<file path="src/rtl/dll_relock_pkg.sv">
package dll_relock_pkg;

  typedef enum logic [1:0] {
    CMD_NOP = 2'd0,
    CMD_SRE = 2'd1,
    CMD_SRX = 2'd2,
    CMD_MRS = 2'd3
  } relock_cmd_e;

  typedef enum logic [3:0] {
    ST_IDLE, ST_SRE, ST_CLKREQ, ST_WCKSRX, ST_SRX, ST_WXS,
    ST_MR1W, ST_WMRD1, ST_MR0R, ST_WMRD2, ST_MR0L, ST_WMRD3,
    ST_MR2W, ST_WMOD, ST_FIN
  } relock_st_e;

  localparam int unsigned MR0_IDX     = 0;
  localparam int unsigned MR1_IDX     = 1;
  localparam int unsigned MR2_IDX     = 2;
  localparam int unsigned DLL_OFF_BIT = 0;
  localparam int unsigned DLL_RST_BIT = 8;

endpackage

</file>
<file path="src/rtl/relock_timer.sv">
module relock_timer #(
  parameter int CNT_W = 10
) (
  input  logic             clk,
  input  logic             rst_n,
  input  logic             load,
  input  logic [CNT_W-1:0] load_val,
  output logic             expired
);
  logic [CNT_W-1:0] cnt_q;

  always_ff @(posedge clk or negedge rst_n) begin
    if (!rst_n)              cnt_q <= '0;
    else if (load)           cnt_q <= load_val;
    else if (cnt_q != '0)    cnt_q <= cnt_q - 1'b1;
  end

  assign expired = (cnt_q == '0);
endmodule

</file>
<file path="src/rtl/relock_fsm.sv">
module relock_fsm
  import dll_relock_pkg::*;
#(
  parameter int CNT_W = 10
) (
  input  logic             clk,
  input  logic             rst_n,
  input  logic             start,
  input  logic             ack,
  input  logic             wait_over,
  input  logic [CNT_W-1:0] n_cksrx,
  input  logic [CNT_W-1:0] n_xs,
  input  logic [CNT_W-1:0] n_mrd,
  input  logic [CNT_W-1:0] n_mod,
  output relock_st_e       state,
  output logic             tmr_load,
  output logic [CNT_W-1:0] tmr_val
);
  // counter reload value giving a wait of max(n,1) cycles
  function automatic logic [CNT_W-1:0] reload_of(input logic [CNT_W-1:0] n);
    return (n == '0) ? '0 : n - 1'b1;
  endfunction

  relock_st_e st_q, st_d;

  always_comb begin
    st_d     = st_q;
    tmr_load = 1'b0;
    tmr_val  = '0;
    unique case (st_q)
      ST_IDLE:   if (start) st_d = ST_SRE;
      ST_SRE:    st_d = ST_CLKREQ;
      ST_CLKREQ: if (ack) begin
                   st_d = ST_WCKSRX; tmr_load = 1'b1; tmr_val = reload_of(n_cksrx);
                 end
      ST_WCKSRX: if (wait_over) st_d = ST_SRX;
      ST_SRX:    begin st_d = ST_WXS; tmr_load = 1'b1; tmr_val = reload_of(n_xs); end
      ST_WXS:    if (wait_over) st_d = ST_MR1W;
      ST_MR1W:   begin st_d = ST_WMRD1; tmr_load = 1'b1; tmr_val = reload_of(n_mrd); end
      ST_WMRD1:  if (wait_over) st_d = ST_MR0R;
      ST_MR0R:   begin st_d = ST_WMRD2; tmr_load = 1'b1; tmr_val = reload_of(n_mrd); end
      ST_WMRD2:  if (wait_over) st_d = ST_MR0L;
      ST_MR0L:   begin st_d = ST_WMRD3; tmr_load = 1'b1; tmr_val = reload_of(n_mrd); end
      ST_WMRD3:  if (wait_over) st_d = ST_MR2W;
      ST_MR2W:   begin st_d = ST_WMOD; tmr_load = 1'b1; tmr_val = reload_of(n_mod); end
      ST_WMOD:   if (wait_over) st_d = ST_FIN;
      ST_FIN:    st_d = ST_IDLE;
      default:   st_d = ST_IDLE;
    endcase
  end

  always_ff @(posedge clk or negedge rst_n) begin
    if (!rst_n) st_q <= ST_IDLE;
    else        st_q <= st_d;
  end

  assign state = st_q;
endmodule

</file>
<file path="src/rtl/relock_cmd_drv.sv">
module relock_cmd_drv
  import dll_relock_pkg::*;
#(
  parameter int MRA_W = 3,
  parameter int MR_DW = 14
) (
  input  relock_st_e       state,
  input  logic [MR_DW-1:0] mr0_cfg,
  input  logic [MR_DW-1:0] mr1_cfg,
  input  logic [MR_DW-1:0] mr2_cfg,
  output logic [1:0]       cmd,
  output logic [MRA_W-1:0] addr,
  output logic [MR_DW-1:0] data,
  output logic             req,
  output logic             fin
);
  localparam logic [MR_DW-1:0] RST_MASK = MR_DW'(1) << DLL_RST_BIT;
  localparam logic [MR_DW-1:0] OFF_MASK = MR_DW'(1) << DLL_OFF_BIT;

  always_comb begin
    cmd  = CMD_NOP;
    addr = '0;
    data = '0;
    unique case (state)
      ST_SRE:  cmd = CMD_SRE;
      ST_SRX:  cmd = CMD_SRX;
      ST_MR1W: begin cmd = CMD_MRS; addr = MRA_W'(MR1_IDX); data = mr1_cfg & ~OFF_MASK; end
      ST_MR0R: begin cmd = CMD_MRS; addr = MRA_W'(MR0_IDX); data = mr0_cfg | RST_MASK;  end
      ST_MR0L: begin cmd = CMD_MRS; addr = MRA_W'(MR0_IDX); data = mr0_cfg & ~RST_MASK; end
      ST_MR2W: begin cmd = CMD_MRS; addr = MRA_W'(MR2_IDX); data = mr2_cfg;             end
      default: ;
    endcase
  end

  assign req = (state == ST_CLKREQ);
  assign fin = (state == ST_FIN);
endmodule

</file>
<file path="src/rtl/dll_relock_seq.sv">
module dll_relock_seq
  import dll_relock_pkg::*;
#(
  parameter int CNT_W = 10,
  parameter int MRA_W = 3,
  parameter int MR_DW = 14
) (
  input  logic             clk,
  input  logic             rst_n,
  input  logic             start_i,
  output logic             done_o,
  output logic [1:0]       cmd_o,
  output logic [MRA_W-1:0] mr_addr_o,
  output logic [MR_DW-1:0] mr_data_o,
  output logic             clk_chg_req_o,
  input  logic             clk_chg_ack_i,
  input  logic [MR_DW-1:0] mr0_cfg_i,
  input  logic [MR_DW-1:0] mr1_cfg_i,
  input  logic [MR_DW-1:0] mr2_cfg_i,
  input  logic [CNT_W-1:0] t_cksrx_i,
  input  logic [CNT_W-1:0] t_xs_i,
  input  logic [CNT_W-1:0] t_mrd_i,
  input  logic [CNT_W-1:0] t_mod_i
);
  relock_st_e       seq_state;
  logic             wait_done_w;
  logic             wait_load_w;
  logic [CNT_W-1:0] wait_val_w;
  logic             seq_idle_w;

  relock_fsm #(.CNT_W(CNT_W)) u_fsm (
    .clk(clk), .rst_n(rst_n), .start(start_i), .ack(clk_chg_ack_i),
    .wait_over(wait_done_w), .n_cksrx(t_cksrx_i), .n_xs(t_xs_i),
    .n_mrd(t_mrd_i), .n_mod(t_mod_i), .state(seq_state),
    .tmr_load(wait_load_w), .tmr_val(wait_val_w)
  );

  relock_timer #(.CNT_W(CNT_W)) u_tmr (
    .clk(clk), .rst_n(rst_n), .load(wait_load_w), .load_val(wait_val_w),
    .expired(wait_done_w)
  );

  relock_cmd_drv #(.MRA_W(MRA_W), .MR_DW(MR_DW)) u_drv (
    .state(seq_state), .mr0_cfg(mr0_cfg_i), .mr1_cfg(mr1_cfg_i),
    .mr2_cfg(mr2_cfg_i), .cmd(cmd_o), .addr(mr_addr_o), .data(mr_data_o),
    .req(clk_chg_req_o), .fin(done_o)
  );

  assign seq_idle_w = (seq_state == ST_IDLE);
endmodule

</file>
<file path="config.mk">
export PLATFORM = sky130hd
export DESIGN_NAME = dll_relock_seq
export DESIGN_NICKNAME = d
export VERILOG_FILES = /design/src/rtl/dll_relock_pkg.sv /design/src/rtl/relock_timer.sv /design/src/rtl/relock_fsm.sv /design/src/rtl/relock_cmd_drv.sv /design/src/rtl/dll_relock_seq.sv
export SDC_FILE = /design/constraint.sdc
export NUM_CORES = 1
export LEC_CHECK = 0
export BUFFER_PORTS_ARGS = -buffer_cell sky130_fd_sc_hd__buf_4
export CAP_MARGIN = 10
export CORE_MARGIN = 2
export CORE_UTILIZATION = 39
export CTS_CLUSTER_DIAMETER = 200
export DETAILED_ROUTE_END_ITERATION = 16
export GPL_ROUTABILITY_DRIVEN = 0
export GPL_TIMING_DRIVEN = 0
export MAX_ROUTING_LAYER = met4
export PLACE_DENSITY = 0.76
export SYNTH_ARGS = -nofsm -noshare
export SYNTH_HDL_FRONTEND = slang
export SYNTH_SLANG_ARGS = --single-unit
</file>
<file path="constraint.sdc">
create_clock -name clk -period 2.3 [get_ports clk]
set_input_delay 0 -clock clk [delete_from_list [all_inputs] [get_ports clk]]
set_output_delay 0 -clock clk [all_outputs]
set_load 0.01 [all_outputs]
</file>
==> results of run 1 <==
worst min path at each step:
stage | from | end | slack (ns) | depth (start not counted)
floorplan | rst_n | u_fsm.state[0] | -0.30 | 0
detailed placement | rst_n | u_fsm.state[2] | -0.14 | 1
global route | start_i | u_fsm.state[0] | 0.15 | 3
global placement | rst_n | u_fsm.state[2] | -0.14 | 1
finish | rst_n | u_fsm.state[2] | 0.14 | 2
CTS | rst_n | u_fsm.state[2] | 0.14 | 2
what timing repair did:
| item | in CTS | in global routing |
|---|---|---|
| pin swaps | 0 | 1 |
| gates cloned | 0 | 0 |
| hold buffers | 1 | 0 |
| buffers inserted | 0 | 1 |
| endpoints found under the hold margin | 14 | 0 |
| endpoints found under the setup margin | 9 | 17 |
| resized for setup | 1 | 6 |
stage by stage:
| step | util | worst slack [ns] |
|---|---|---|
| floorplan | - | 0.4072 |
| global placement | 0.5772 | 0.07266 |
| detailed placement | 0.5772 | 0.08929 |
| CTS | 0.5900 | 0.01547 |
| global route | 0.5924 | 0.01096 |
| finish | 0.5924 | 0.2139 |
state kept, by name (all words and copies together) (netlist names):
name         flops
u_fsm.state      4
u_tmr.cnt_q     10
kinds of logic after synthesis:
kind of cell / after synthesis
and+or+nand+nor: 112
AOI/OAI and AO/OA: 84
buffers and inverters: 41
xor gates and xnor gates: 18
DFF: 14
muxes: 11
adders and majority gates: 5
other: 1
critical path: stages, from the launching register on:
cell and delay [ns]:
dfrtp_1 0.41, clkbuf_1 0.36, a211oi_1 0.11, nor3_1 0.20, clkbuf_1 0.39, o221ai_1 0.23
o31a_1 0.27
routing by layer:
| metal | track usage | routed length (um) | vias up |
|---|---|---|---|
| li1 | - | - | 1307 |
| met1 | 0.2975 | 2926 | 1219 |
| met2 | 0.3793 | 3275 | 113 |
| met3 | 0.009302 | 418 | 9 |
| met4 | 0.05179 | 99 | 0 |
| met5 | - | 0 | - |
cells in the mapped netlist, types with 2 or more instances:
cell / number / area (sq um)
inv_1: 27 / 101.4
nor2_1: 25 / 93.84
nor3_1: 20 / 100.1
dfrtp_1: 14 / 350.3
a21oi_1: 13 / 65.06
a222oi_1: 12 / 120.1
nand2_1: 12 / 45.04
o21ai_0: 12 / 60.06
clkbuf_1: 10 / 37.54
mux2i_1: 10 / 100.1
o31a_1: 9 / 78.83
xnor2_1: 9 / 78.83
xor2_1: 9 / 78.83
or3_1: 8 / 50.05
o22ai_1: 7 / 43.79
nand2b_1: 6 / 37.54
nor2b_1: 6 / 37.54
or2_2: 6 / 37.54
ha_1: 5 / 62.56
nor4_1: 5 / 31.28
nand3_1: 4 / 20.02
o221ai_1: 4 / 35.03
o31ai_1: 4 / 30.03
nand3b_1: 3 / 22.52
o21a_1: 3 / 22.52
or4_1: 3 / 22.52
a211oi_1: 2 / 15.01
a21boi_0: 2 / 15.01
nand4b_1: 2 / 17.52
nor4_2: 2 / 25.02
nor4b_1: 2 / 17.52
o311ai_0: 2 / 17.52
o32a_1: 2 / 20.02
final cells by class:
class	instances	area, sq um
Fill cell	472	2108
Multi-Input combinational cell	231	1620
Timing Repair Buffer	105	790.8
Sequential cell	14	350.3
Inverter	28	106.4
Tap cell	70	87.58
Clock buffer	4	55.05
Buffer	12	53.80
power groups by stage:
stage | clock (mW) | sequential [mW] | combinational, mW
floorplan | 0 | 0.453 | 0.763
global placement | 0 | 0.474 | 1.09
detailed placement | 0 | 0.476 | 1.12
CTS | 0.244 | 0.476 | 1.13
global route | 0.259 | 0.524 | 1.23
finish | 0.241 | 0.504 | 1.11
==> metrics.yaml, run 1 <==
run_status:
  outcome: "complete, no violations"
logic_synthesis:
  synth_top_family_by_area: "compound AO/OA/AOI/OAI gates"
  syn_avg_cell_area_sq_um: 7.428
  synthesis.nets: 377
  synth_xor_xnor_area_share: 0.07420
  synth_seq_area_share: 0.1649
  synth_mux_area_frac: 0.05241
  synth_adder_area_share: 0.02945
  synth-main-ff-cell: "dfrtp_1"
  synth_area_sq_um: 2125
  syn_inst: 286
  ys_types: 59
  synth_compound_area_frac: 0.3057
  ys_warn_count: 0
  ys_ff_latch: 14
  synth-simple-area-share: 0.2968
  synth_edf_count: 0
  async_flop_share: 1.000
clock_network:
  cts_buffers: 3
  clock_path_buffers: 2
  clk_pin_slew_ns: 0.06
  clock_sinks: 14
  htree_levels: 1
  clockRootBuffer: "clkbuf_8"
  cts_tree: "built"
  worstSkewPairLatency_ns: 0.24
sta:
  rsz0062_at_grt: "false"
  fin_crit_ns: 2.086
  fmax_mhz: 479.4
  holdWs_ns: 0.1381
  slew_headroom: 0.6434
  skew_ns: 0.003335
  period_share: 0.9070
  worst_pin_slew_ns: 0.5305
  finalSetupViolCount: 0
  hold_viol: 0
  slew_violations: 0
  fin_setup_tns_ns: 0
die:
  die_w_um: 77.81
  ios: 107
  fp.coreArea_sq_um: 5172
  start_util: 0.4107
  die_area_sq_um: 6054
  fp-row-count: 26
  dieHeight_um: 77.81
grt:
  grt_pass1_wl_um: 11070
  grt_max_degree: 15
  track_usage: 0.2246
  grt.overflow.total: 0
  antenna_found_initial: 0
  grt_pass1_vias: 2516
worst_setup_path:
  path_max_fanout: 10
  startpoint_type: "register"
  cp.arrival_ns: 2.22
  reg2reg_slack_ns: 0.21
  critPathRequiredTime_ns: 2.43
  r2r_end: "u_tmr.cnt_q[2]"
  crit_type: "reg2reg"
  cp-endpoint: "u_tmr.cnt_q[2]"
  setup.worst_path.start: "u_fsm.state[3]"
  r2r-start: "u_fsm.state[3]"
  ff2ff_path_depth: 6
  end_kind: "register"
pwr:
  peakVddDrop_v: 0.0002815
  p_leak_nw: 1.380
  powerDensity_nw_per_um2: 606.4
  p_switching_mw: 0.7731
  p_total_mw: 1.858
  seqPwrFrac: 0.271
  swShare: 0.4161
  clock_power_share: 0.130
  combPwrFrac: 0.599
  p_int_mw: 1.085
finish:
  diodes: 0
  drive_above_1_share: 0.3274
  area_growth_pct: 44.23
  layout_commonest_cell: "buf_4"
  design_area_sq_um: 3064
  layoutNonFillerInstCount: 464
  nNetsFinal: 486
  layout_common_cells: "105 x buf_4, 27 x inv_1, 25 x nor2_1"
route:
  drc_errors: 0
  drt-total-wl_um: 6720
  dr_total_vias: 2648
  wl_per_cell_um: 14.48
  drtPass1Iterations: 7
  antenna_left: 0
  drt_iter0_drc: 232
  viasPerCell: 5.707
placed_design:
  placed_cells: 459
  placed_cell_area_sq_um: 2985
  place_hpwl_um: 5425
  io_buffer_count: 103
job:
  drv_cap: 0
min_path:
  hp-class: "in2async"
Note: power is estimated with default switching activity, not from simulation.
==> run 2: changes to the inputs <==
--- a/config.mk
+++ b/config.mk
@@ -5,16 +5,16 @@
 export SDC_FILE = /design/constraint.sdc
 export NUM_CORES = 1
 export LEC_CHECK = 0
-export BUFFER_PORTS_ARGS = -buffer_cell sky130_fd_sc_hd__buf_4
-export CAP_MARGIN = 10
+export CAP_MARGIN = 20
 export CORE_MARGIN = 2
 export CORE_UTILIZATION = 39
 export CTS_CLUSTER_DIAMETER = 200
 export DETAILED_ROUTE_END_ITERATION = 16
+export DONT_BUFFER_PORTS = 1
 export GPL_ROUTABILITY_DRIVEN = 0
 export GPL_TIMING_DRIVEN = 0
 export MAX_ROUTING_LAYER = met4
-export PLACE_DENSITY = 0.76
+export PLACE_DENSITY = 0.61
 export SYNTH_ARGS = -nofsm -noshare
 export SYNTH_HDL_FRONTEND = slang
 export SYNTH_SLANG_ARGS = --single-unit
==> constraint.sdc (replaced) <==
create_clock -name clk -period 1.9 [get_ports clk]
set_input_delay 0 -clock clk [delete_from_list [all_inputs] [get_ports clk]]
set_output_delay 0 -clock clk [all_outputs]
set_load 0.01 [all_outputs]
==> run 2 against run 1 <==
Net effect: clock-buffer cell count is the same; global-route usage is 1.6 points lower; critical endpoint is now u_tmr.cnt_q[0]; die area unchanged.
==> metrics.yaml, run 2 (same netlist as run 1, synthesis figures left out) <==
sta:
  fin_ws_ns: 0.08572  # -0.1282 ns
  slew_violations: 0  # unchanged
  fmax_mhz: 551.2  # +15%
  fin_crit_ns: 1.814  # -0.2718 ns
  worst_pin_slew_ns: 0.6812  # +0.1507 ns
  skew_ns: 0.001835  # -0.001499 ns
  slew_headroom: 0.5444  # -0.09902
  period_share: 0.9549  # +0.04788
  finalSetupViolCount: 0  # unchanged
  hold_viol: 0  # unchanged
  rsz0062_at_grt: "false"
  holdWs_ns: 0.03253  # -0.1056 ns
worst_setup_path:
  critPathRequiredTime_ns: 2.03  # -0.40 ns
  setup.worst_path.start: "u_fsm.state[2]"
  reg2reg_slack_ns: 0.09  # -0.13 ns
  crit_chain: "clkbuf_4, nand3b_1, a21o_2, nor2_1, a221o_1, o32a_1"
  r2r_end: "u_tmr.cnt_q[0]"
  cp.arrival_ns: 1.95  # -0.27 ns
  end_kind: "register"
  r2r-start: "u_fsm.state[2]"
  path_max_fanout: 10  # unchanged
  cp-endpoint: "u_tmr.cnt_q[0]"
  startpoint_type: "register"
  crit_type: "reg2reg"
  ff2ff_path_depth: 6  # unchanged
  slowest_delay_ns: 0.37  # -0.04 ns
  slowest_stage: "dfrtp_1"
die:
  start_util: 0.4107  # unchanged
  fp-row-count: 26  # unchanged
  die_area_sq_um: 6054  # unchanged
  die_w_um: 77.81  # unchanged
  dieHeight_um: 77.81  # unchanged
  fp.coreArea_sq_um: 5172  # unchanged
  ios: 107  # unchanged
route:
  dr_total_vias: 2257  # -15%
  drc_errors: 0  # unchanged
  drtPass1Iterations: 5  # -2
  wl_per_cell_um: 17.35  # +20%
  viasPerCell: 6.218  # +8.9%
  drt-total-wl_um: 6298  # -6.3%
  antenna_left: 0  # unchanged
  drt_iter0_drc: 175  # -25%
clock_network:
  clock_sinks: 14  # unchanged
  htree_levels: 1  # unchanged
  clock_path_buffers: 2  # unchanged
  cts_tree: "built"
  clk_pin_slew_ns: 0.06  # about the same
  worstSkewPairLatency_ns: 0.25  # about the same
  cts_buffers: 3  # unchanged
  clockRootBuffer: "clkbuf_8"
pwr:
  powerDensity_nw_per_um2: 887.6  # +46%
  p_leak_nw: 0.9070  # -34%
  p_total_mw: 2.108  # +13%
  peakVddDrop_v: 0.0003041  # +8.0%
finish:
  area_growth_pct: 11.78
  layout_common_cells: "27 x inv_1, 23 x nor2_1, 19 x nor3_1"
  diodes: 0  # unchanged
  layoutNonFillerInstCount: 363  # -22%
  layout_commonest_cell: "inv_1"
  drive_above_1_share: 0.1399  # -0.1875
  nNetsFinal: 385  # -21%
  fillerInstances: 519  # +10%
  top_register: "u_tmr.cnt_q"
  fin_util: 0.4591  # -0.1333
  largest_register_ffs: 10  # unchanged
grt:
  antenna_found_initial: 0  # unchanged
  grt.overflow.total: 0  # unchanged
  grt_pass1_wl_um: 9922  # -10%
  grt_pass1_vias: 2131  # -15%
  grt_max_degree: 15  # unchanged
  track_usage: 0.2083  # -0.01626
min_path:
  hp-start: "start_i"
  hp-class: "in2reg"
placed_design:
  placed_cells: 356  # -22%
  io_buffer_count: 0  # -100%
  place_hpwl_um: 5113  # -5.7%
  pre_cts_ws_ns: -0.3030  # -0.3923 ns
job:
  drv_cap: 0  # unchanged
run_status:
  outcome: "complete, no violations"
run 2: how the worst min path moves through the flow:
| stage | end | slack, ns | cells after the start |
|---|---|---|---|
| global route | u_fsm.state[0] | 0.04 | 2 |
| detailed placement | u_fsm.state[2] | -0.30 | 0 |
| CTS | u_fsm.state[0] | 0.03 | 2 |
| finish | u_fsm.state[0] | 0.03 | 2 |
| floorplan | u_fsm.state[0] | -0.30 | 0 |
| global placement | u_fsm.state[2] | -0.30 | 0 |
run 2: report_power, final:
group          internal (mW)  switching (mW)  total, mW
logic                  0.581           0.631       1.21
clock network          0.184           0.114      0.297
registers              0.444           0.154      0.599
total                   1.21           0.899       2.11
run 2: metal layers:
metal / vias up / routed length [um] / global-route usage
met5: - / 0 / -
met4: 0 / 220 / 0.07143
met2: 104 / 2989 / 0.3414
met3: 16 / 382 / 0.02326
met1: 1036 / 2705 / 0.2664
li1: 1101 / - / -
run 2: cell type report:
| type | count | area [sq um] | area share |
|---|---|---|---|
| Tap cell | 70 | 87.58 | 0.03688 |
| Buffer | 11 | 70.07 | 0.02950 |
| Timing Repair Buffer | 5 | 40.04 | 0.01686 |
| Inverter | 28 | 110.1 | 0.04636 |
| Clock buffer | 4 | 55.05 | 0.02318 |
| Multi-Input combinational cell | 231 | 1660 | 0.6992 |
| Sequential cell | 14 | 351.6 | 0.1481 |
run 2: what timing repair did:
action                     4_1_cts  5_1_grt
hold endpoints to repair        14        0
setup endpoints to repair       24       19
setup buffers                    2        2
hold buffers                     1        0
gates resized for setup         15       17
pin swaps                        3        2
run 2: critical path, delay by kind of cell (launching register included):
| kind | cells | cell delay (ns) |
|---|---|---|
| AOI/OAI and AO/OA | 3 | 0.92 |
| DFF | 1 | 0.37 |
| buffers and inverters | 1 | 0.20 |
| and+or+nand+nor | 2 | 0.20 |
run 2: metrics by stage:
step | setup TNS (ns) | cell area [sq um]
CTS | 0 | 2335
global route | 0 | 2375
floorplan | 0 | 2125
finish | 0 | 2375
detailed placement | -3.879 | 2212
global placement | -4.188 | 2212
